### src/rtl/stsreg_pkg.sv
package stsreg_pkg;

  typedef enum logic { CYC_ARRAY = 1'b0, CYC_STATUS = 1'b1 } cyc_kind_t;

  // Lock map: top two address bits against the lock pair.
  function automatic logic lock_hit(input logic [1:0] lock, input logic [1:0] top2);
    case (lock)
      2'b00:   lock_hit = 1'b0;
      2'b01:   lock_hit = top2[1] & top2[0];
      2'b10:   lock_hit = top2[1];
      default: lock_hit = 1'b1;
    endcase
  endfunction

  function automatic logic [7:0] pack_status(input logic wpen, input logic flag,
                                             input logic [1:0] lock, input logic wel,
                                             input logic busy);
    pack_status = {wpen, flag, 2'b00, lock, wel, busy};
  endfunction

endpackage

### src/rtl/stsreg_lock_decode.sv
module stsreg_lock_decode #(
  parameter int ADDR_W = 11
) (
  input  logic [1:0]        lock,
  input  logic [ADDR_W-1:0] addr,
  output logic              hit
);
  localparam int TOP = ADDR_W - 1;

  logic [1:0] top2;
  assign top2 = addr[TOP -: 2];
  assign hit  = stsreg_pkg::lock_hit(lock, top2);
endmodule

### src/rtl/stsreg_volatile.sv
module stsreg_volatile (
  input  logic clk,
  input  logic rst_n,
  input  logic wel_set,
  input  logic wel_clr,
  input  logic flag_set,
  input  logic flag_clr,
  input  logic sr_accept,
  input  logic arr_accept,
  input  logic wcyc_done,
  output logic wel,
  output logic flag,
  output logic busy,
  output logic sr_commit
);
  import stsreg_pkg::*;

  cyc_kind_t kind_q;
  logic      cyc_end;

  assign cyc_end   = busy & wcyc_done;
  assign sr_commit = cyc_end & (kind_q == CYC_STATUS);

  always_ff @(posedge clk or negedge rst_n) begin
    if (!rst_n) begin
      wel    <= 1'b0;
      flag   <= 1'b0;
      busy   <= 1'b0;
      kind_q <= CYC_ARRAY;
    end else begin
      if (flag_clr)      flag <= 1'b0;
      else if (flag_set) flag <= 1'b1;

      if (busy) begin
        if (wcyc_done) begin
          busy <= 1'b0;
          wel  <= 1'b0;
        end
      end else begin
        if (wel_clr)      wel <= 1'b0;
        else if (wel_set) wel <= 1'b1;
        if (sr_accept) begin
          busy   <= 1'b1;
          kind_q <= CYC_STATUS;
        end else if (arr_accept) begin
          busy   <= 1'b1;
          kind_q <= CYC_ARRAY;
        end
      end
    end
  end

  a_r9_busy_holds: assert property (@(posedge clk) disable iff (!rst_n)
    busy && !wcyc_done |=> busy);
  a_r7_end_clears: assert property (@(posedge clk) disable iff (!rst_n)
    cyc_end |=> !busy && !wel);
  a_r2_wel_frozen_busy: assert property (@(posedge clk) disable iff (!rst_n)
    busy && !wcyc_done |=> $stable(wel));
  a_r11_idle_done: assert property (@(posedge clk) disable iff (!rst_n)
    !busy && wcyc_done && !sr_accept && !arr_accept |=> !busy);
  a_r3_flag_only_cmd: assert property (@(posedge clk) disable iff (!rst_n)
    !flag_set && !flag_clr |=> $stable(flag));
endmodule

### src/rtl/stsreg_nv_bits.sv
module stsreg_nv_bits #(
  parameter logic       RST_WPEN = 1'b0,
  parameter logic [1:0] RST_LOCK = 2'b00
) (
  input  logic       clk,
  input  logic       rst_n,
  input  logic       sr_accept,
  input  logic       sr_commit,
  input  logic       new_wpen,
  input  logic [1:0] new_lock,
  output logic       wpen,
  output logic [1:0] lock
);
  logic       pend_wpen;
  logic [1:0] pend_lock;

  always_ff @(posedge clk or negedge rst_n) begin
    if (!rst_n) begin
      pend_wpen <= RST_WPEN;
      pend_lock <= RST_LOCK;
      wpen      <= RST_WPEN;
      lock      <= RST_LOCK;
    end else begin
      if (sr_accept) begin
        pend_wpen <= new_wpen;
        pend_lock <= new_lock;
      end
      if (sr_commit) begin
        wpen <= pend_wpen;
        lock <= pend_lock;
      end
    end
  end

  a_r7_nv_hold: assert property (@(posedge clk) disable iff (!rst_n)
    !sr_commit |=> $stable({wpen, lock}));
endmodule

### src/rtl/stsreg_guard.sv
module stsreg_guard #(
  parameter int         ADDR_W   = 11,
  parameter logic       RST_WPEN = 1'b0,
  parameter logic [1:0] RST_LOCK = 2'b00
) (
  input  logic              clk,
  input  logic              rst_n,
  input  logic              wel_set,
  input  logic              wel_clr,
  input  logic              flag_set,
  input  logic              flag_clr,
  input  logic              sr_wr,
  input  logic [7:0]        sr_wdata,
  input  logic              wcyc_start,
  input  logic              wcyc_done,
  input  logic              wp_pin_hi,
  input  logic [ADDR_W-1:0] wr_addr,
  output logic [7:0]        status_q,
  output logic              arr_wr_ok,
  output logic              sts_wr_ok
);
  import stsreg_pkg::*;

  logic       wel, flag, busy, wpen;
  logic [1:0] lock;
  logic       lock_hit_w, rom_mode, idle_en, data_ok;
  logic       sr_accept, arr_accept, sr_commit;
  logic       unused_data;

  assign unused_data = ^sr_wdata[6:4];

  stsreg_lock_decode #(.ADDR_W(ADDR_W)) u_dec (
    .lock (lock),
    .addr (wr_addr),
    .hit  (lock_hit_w)
  );

  assign rom_mode   = wpen & ~wp_pin_hi;
  assign idle_en    = wel & ~busy;
  assign data_ok    = (sr_wdata[1:0] == 2'b00);
  assign sts_wr_ok  = idle_en & ~rom_mode;
  assign arr_wr_ok  = idle_en & ~lock_hit_w;
  assign sr_accept  = sr_wr & sts_wr_ok & data_ok;
  assign arr_accept = wcyc_start & arr_wr_ok & ~sr_accept;

  stsreg_volatile u_vol (
    .clk        (clk),
    .rst_n      (rst_n),
    .wel_set    (wel_set),
    .wel_clr    (wel_clr),
    .flag_set   (flag_set),
    .flag_clr   (flag_clr),
    .sr_accept  (sr_accept),
    .arr_accept (arr_accept),
    .wcyc_done  (wcyc_done),
    .wel        (wel),
    .flag       (flag),
    .busy       (busy),
    .sr_commit  (sr_commit)
  );

  stsreg_nv_bits #(.RST_WPEN(RST_WPEN), .RST_LOCK(RST_LOCK)) u_nv (
    .clk       (clk),
    .rst_n     (rst_n),
    .sr_accept (sr_accept),
    .sr_commit (sr_commit),
    .new_wpen  (sr_wdata[7]),
    .new_lock  (sr_wdata[3:2]),
    .wpen      (wpen),
    .lock      (lock)
  );

  assign status_q = pack_status(wpen, flag, lock, wel, busy);

  a_r5_gate_off: assert property (@(posedge clk) disable iff (!rst_n)
    (!status_q[1] || status_q[0]) |-> (!arr_wr_ok && !sts_wr_ok));
  a_r6_rom_refuse: assert property (@(posedge clk) disable iff (!rst_n)
    sr_wr && status_q[7] && !wp_pin_hi && !wcyc_start && !status_q[0] |=> !status_q[0]);
  a_r4_lock_refuse: assert property (@(posedge clk) disable iff (!rst_n)
    wcyc_start && lock_hit_w && !sr_wr && !status_q[0] |=> !status_q[0]);
  a_r8_bad_bits: assert property (@(posedge clk) disable iff (!rst_n)
    sr_wr && (sr_wdata[1:0] != 2'b00) && !wcyc_start && !status_q[0] |=> !status_q[0]);
  a_r1_zero_bits: assert property (@(posedge clk) disable iff (!rst_n)
    status_q[5:4] == 2'b00);
endmodule

### config.mk
export PLATFORM = sky130hd
export DESIGN_NAME = stsreg_guard
export DESIGN_NICKNAME = d
export VERILOG_FILES = /design/src/rtl/stsreg_pkg.sv /design/src/rtl/stsreg_lock_decode.sv /design/src/rtl/stsreg_volatile.sv /design/src/rtl/stsreg_nv_bits.sv /design/src/rtl/stsreg_guard.sv
export SDC_FILE = /design/constraint.sdc
export NUM_CORES = 1
export LEC_CHECK = 0
export BUFFER_PORTS_ARGS = -buffer_cell sky130_fd_sc_hd__buf_4
export CORE_AREA = 2 2 39 41
export CTS_CLUSTER_SIZE = 28
export DETAILED_ROUTE_END_ITERATION = 12
export DIE_AREA = 0 0 41 43
export PLACE_DENSITY_LB_ADDON = 0.08
export SYNTH_ARGS = -nofsm -noshare
export SYNTH_HDL_FRONTEND = slang
export SYNTH_HIERARCHICAL = 1
export SYNTH_SLANG_ARGS = --single-unit
### constraint.sdc
create_clock -name clk -period 2.2 [get_ports clk]
set_input_delay 0.66 -clock clk [delete_from_list [all_inputs] [get_ports clk]]
set_output_delay 0.66 -clock clk [all_outputs]
set_load 0.02 [all_outputs]
---- Yosys cells after proc, flatten, opt, wreduce, memory -nomap -nowiden ----
Cells that the tools add are included.
cells by class
  equality and inequality tests ........... 3
  multiplexer cells ....................... 13
  bitwise operators ....................... 16
  reduce and logical (&&, ||, !) cells .... 7
operator list
  kind                  count
  $mux W1               12
  $and A1 B1 Y1         11
  $not A1 Y1            5
  $logic_not A2 Y1      2
  $reduce_and A2 Y1     2
  $reduce_bool A2 Y1    2
  $pmux W1 S3           1
  $reduce_bool A3 Y1    1
  $eq A2 B1 Y1 const B  1
  $eq A2 B2 Y1 const B  1
  $ne A2 B2 Y1 const B  1
word-level totals
  register bits ........................... 10
  input port bits ......................... 29
  output and inout port bits .............. 10
  logic and storage cells ................. 47

---- Longest topological paths before layout ----
  depth in word-level cells ............... 11
  depth in mapped cells ................... 5
  depth with buffers taken out ............ 5

---- By module ----
Netlist, hierarchy kept.
modules (own cells, without submodules)
  module              times used  cells each  area each (um^2)
  stsreg_nv_bits      1           12          217.7
  stsreg_volatile     1           15          160.2
  stsreg_guard        1           15          107.6
  stsreg_lock_decode  1           3           13.8

---- Worst setup path before layout ----
No wires, ideal clock.
  kind .................................... input-to-output
  from .................................... input port wr_addr[10]
  to ...................................... output port arr_wr_ok
  arrival ................................. 1146 ps
  required time ........................... 1540 ps
  setup slack ............................. 394 ps
  stages on the path ...................... 3
  buffers on the path ..................... 0
  cell sequence ........................... o21ai_1 nand2_1 nor2_1
between the ends
  word-level cells in the longest chain between the ends .. 4
RTL lines
  what             line                RTL
  start, declared  stsreg_guard.sv:17  input logic [ADDR_W-1:0] wr_addr,
  $and A1 B1 Y1    stsreg_pkg.sv:9     2'b01: lock_hit = top2[1] & top2[0];
  $pmux W1 S3 *    stsreg_pkg.sv:7     case (lock)
  net lock_hit_w   stsreg_guard.sv:26  logic lock_hit_w, rom_mode, idle_en, data_ok;
  $not A1 Y1 *     stsreg_guard.sv:42  assign arr_wr_ok = idle_en & ~lock_hit_w;
  $and A1 B1 Y1 *  stsreg_guard.sv:42
  end, declared    stsreg_guard.sv:19  output logic arr_wr_ok,
The timed path passes the listed nets; every way through them passes the cells marked *.

---- Worst setup path in the final report ----
Ends and elaborated chain as after synthesis.

==> run metrics <==
total inserted antenna cells 0; number of buffers and inverters on the critical path 2; Core Region 0.00138 sq mm; CP max stage delay 150 ps; combinational family with the most area after synthesis simple AND/OR/NAND/NOR gates; CTS hold repair buffers 0; first drt pass iteration count 1; TritonCTS clock tree built; worst clock skew on the final layout 2.14 ps; post-synthesis share of cell area spent on and, or, nand and nor gates 0.165; average via count per standard cell 4.49; Distinct cells, synth 19; worst min-delay path class in2async; sequential cell area fraction in the yosys report 0.501; clock slew at the register clock pins of the worst setup and hold paths 60 ps; Highest Clock Rate 0.527 GHz; worst path required time 1540 ps; unrepaired setup endpoints after global routing no; most common library cell in the layout ignoring fill and taps sky130_fd_sc_hd__buf_4; Chip Width 41 microns; last weighted congestion value of the routability-driven placer 0.584; Max FO, Critical Path 2; CP max stage cell sky130_fd_sc_hd__buf_4; share of synthesized area spent on multiplexers 0.135; final standard cell count with taps included and fillers excluded 84; DP Worst Slack 303 ps; setup-violating endpoint count in the final report 0; area enclosed by the die boundary 0.00176 sq mm; critical path arrival 1240 ps; I/O Pins 39; Final Max Tran Viols 0; Port Buf Inserts 24; Max-cap violations 0; endpoints failing hold 0; first-pass GRT wire length 1320 microns; final total power 0.743 mW; post-route minimum period 1900 ps; routed wire length on met3 83 microns; count of filler cells inserted in the layout 134; met2 layer wire length in the routed design 395 microns; ANT nets after route 0; total leakage power 0.356 nW; Adder-Cell Fraction of Synth Area 0; pwr/cell area 1070 mW/mm^2; total negative slack 0 ps; post-synthesis to final-layout area growth 39.1%; worst setup path class in2out; maximum buffer depth of the clock tree 2; number of sinks driven by the clock tree 10; initial antenna violation count 0; number of placement rows 14; Clock Root Buffer sky130_fd_sc_hd__clkbuf_4; number of instances in the placed design 80; total DRC errors in the routed layout 0; total routing usage reported by global routing 0.115; worst supply voltage drop on vdd 440 uV; status complete, no violations; cell repeated most along the worst path sky130_fd_sc_hd__buf_4; commonest cells after routing, fill and taps aside sky130_fd_sc_hd__buf_4, sky130_fd_sc_hd__dfrtp_1, sky130_fd_sc_hd__mux2_2; number of instances in the synthesized netlist 45; post-detail-place hpwl 681 microns; Ys Warns 6; highest layer used for signal routing met3; setup repair bufs after CTS 0; worst-skew pair later-pin latency 260 ps; number of nets in the final layout 98; Detailed Route WL 839 microns; floorplan die height 43 microns; TritonCTS Buffers 3; CTS H-tree lvls 1; register bit total from synthesis 10; final period utilization 0.863; largest net degree at the start of global routing 11; WL met1 360 microns; category of cells accounting for the largest share of critical-path delay buffers and inverters; drt initial violations 0; number of gates given a new drive strength after cts 0; number of global-route vias before repair 327; post-route worst setup slack 302 ps; Starting Density 0.361; summed instance area of the synthesized netlist 499 sq um; share of post-route cells with drive strength above 1 0.544; Post-Synthesis Mean Instance Area 11.1 sq um; via count 377; xor/xnor share of the synthesized area 0; post-detailed-route wirelength per cell 9.99 microns; compound-cell area share of the yosys netlist 0.0852; crit-path cells buf_4 > o21ai_1 > nand2_1 > nor2_1 > buf_4; Worst Setup Start Kind input port; endpoint class of the critical path output port; gr ovfl total 0
## Yosys cell counts
library cell / instances / share of area
sky130_fd_sc_hd__a2111oi_2: 1 / 0.030
sky130_fd_sc_hd__a21oi_1: 1 / 0.010
sky130_fd_sc_hd__a22o_1: 1 / 0.018
sky130_fd_sc_hd__and3_2: 1 / 0.015
sky130_fd_sc_hd__and3b_2: 1 / 0.020
sky130_fd_sc_hd__buf_4: 6 / 0.090
sky130_fd_sc_hd__conb_1: 1 / 0.0075
sky130_fd_sc_hd__dfrtp_1: 10 / 0.50
sky130_fd_sc_hd__inv_1: 2 / 0.015
sky130_fd_sc_hd__mux2_2: 6 / 0.14
sky130_fd_sc_hd__nand2_1: 2 / 0.015
sky130_fd_sc_hd__nand2b_1: 3 / 0.038
sky130_fd_sc_hd__nand3_1: 1 / 0.010
sky130_fd_sc_hd__nor2_1: 4 / 0.030
sky130_fd_sc_hd__nor2b_1: 1 / 0.013
sky130_fd_sc_hd__nor3_1: 1 / 0.010
sky130_fd_sc_hd__nor3b_1: 1 / 0.015
sky130_fd_sc_hd__o21ai_1: 1 / 0.010
sky130_fd_sc_hd__o32ai_1: 1 / 0.018
## area by class of cell
type	instances	area [sq um]	area share
flip-flops and latches	10	250	0.360
multi-input cells	28	200	0.288
repair buffers	24	180	0.259
clock buffers	4	36.3	0.0523
well taps	16	20.0	0.0288
inverters	2	7.51	0.0108
## final timing paths
path | cells past startpoint | slack, ps | to | start
min reg2reg | 2 | 490 | u_vol/flag | u_vol/flag
max | 5 | 300 | arr_wr_ok | wr_addr[10]
max reg2reg | 3 | 750 | u_nv/pend_wpen | u_vol/busy
max in group asynchronous | 1 | 1850 | u_nv/pend_wpen | rst_n
min in group clk | 2 | 490 | u_vol/flag | u_vol/flag
min | 1 | 210 | u_vol/flag | rst_n
## sequential cells by signal, indices dropped and copies added, names as in the netlist
register,flops
u_vol/flag,1
u_nv/pend_lock,2
u_nv/lock,2
u_vol/wel,1
u_nv/pend_wpen,1
u_vol/busy,1
u_nv/wpen,1
u_vol/kind_q,1
## routing by layer
layer  vias up  track usage
li1        192            -
met1       168        0.162
met2        17        0.147
met3         0       0.0157
met4         0        0.100
met5         -            0
## cell families after synthesis
family          Yosys count
compound gates            5
flops                    10
buf+inv                   8
simple gates             15
other cells               1
mux                       6
## power by group
group	switching (mW)	internal, mW
clock network	0.0588	0.100
registers	0.0506	0.254
logic	0.131	0.148
## metrics by stage
| stage | area [sq um] | hold WS [ps] | utilization |
|---|---|---|---|
| floorplan | 503 | 364 | - |
| global placement | 658 | 478 | 0.476 |
| detailed placement | 658 | 484 | 0.476 |
| CTS | 694 | 211 | 0.502 |
| global route | 694 | 208 | 0.502 |
| finish | 694 | 214 | 0.502 |
No activity file was read; power rests on OpenSTA's default activity.
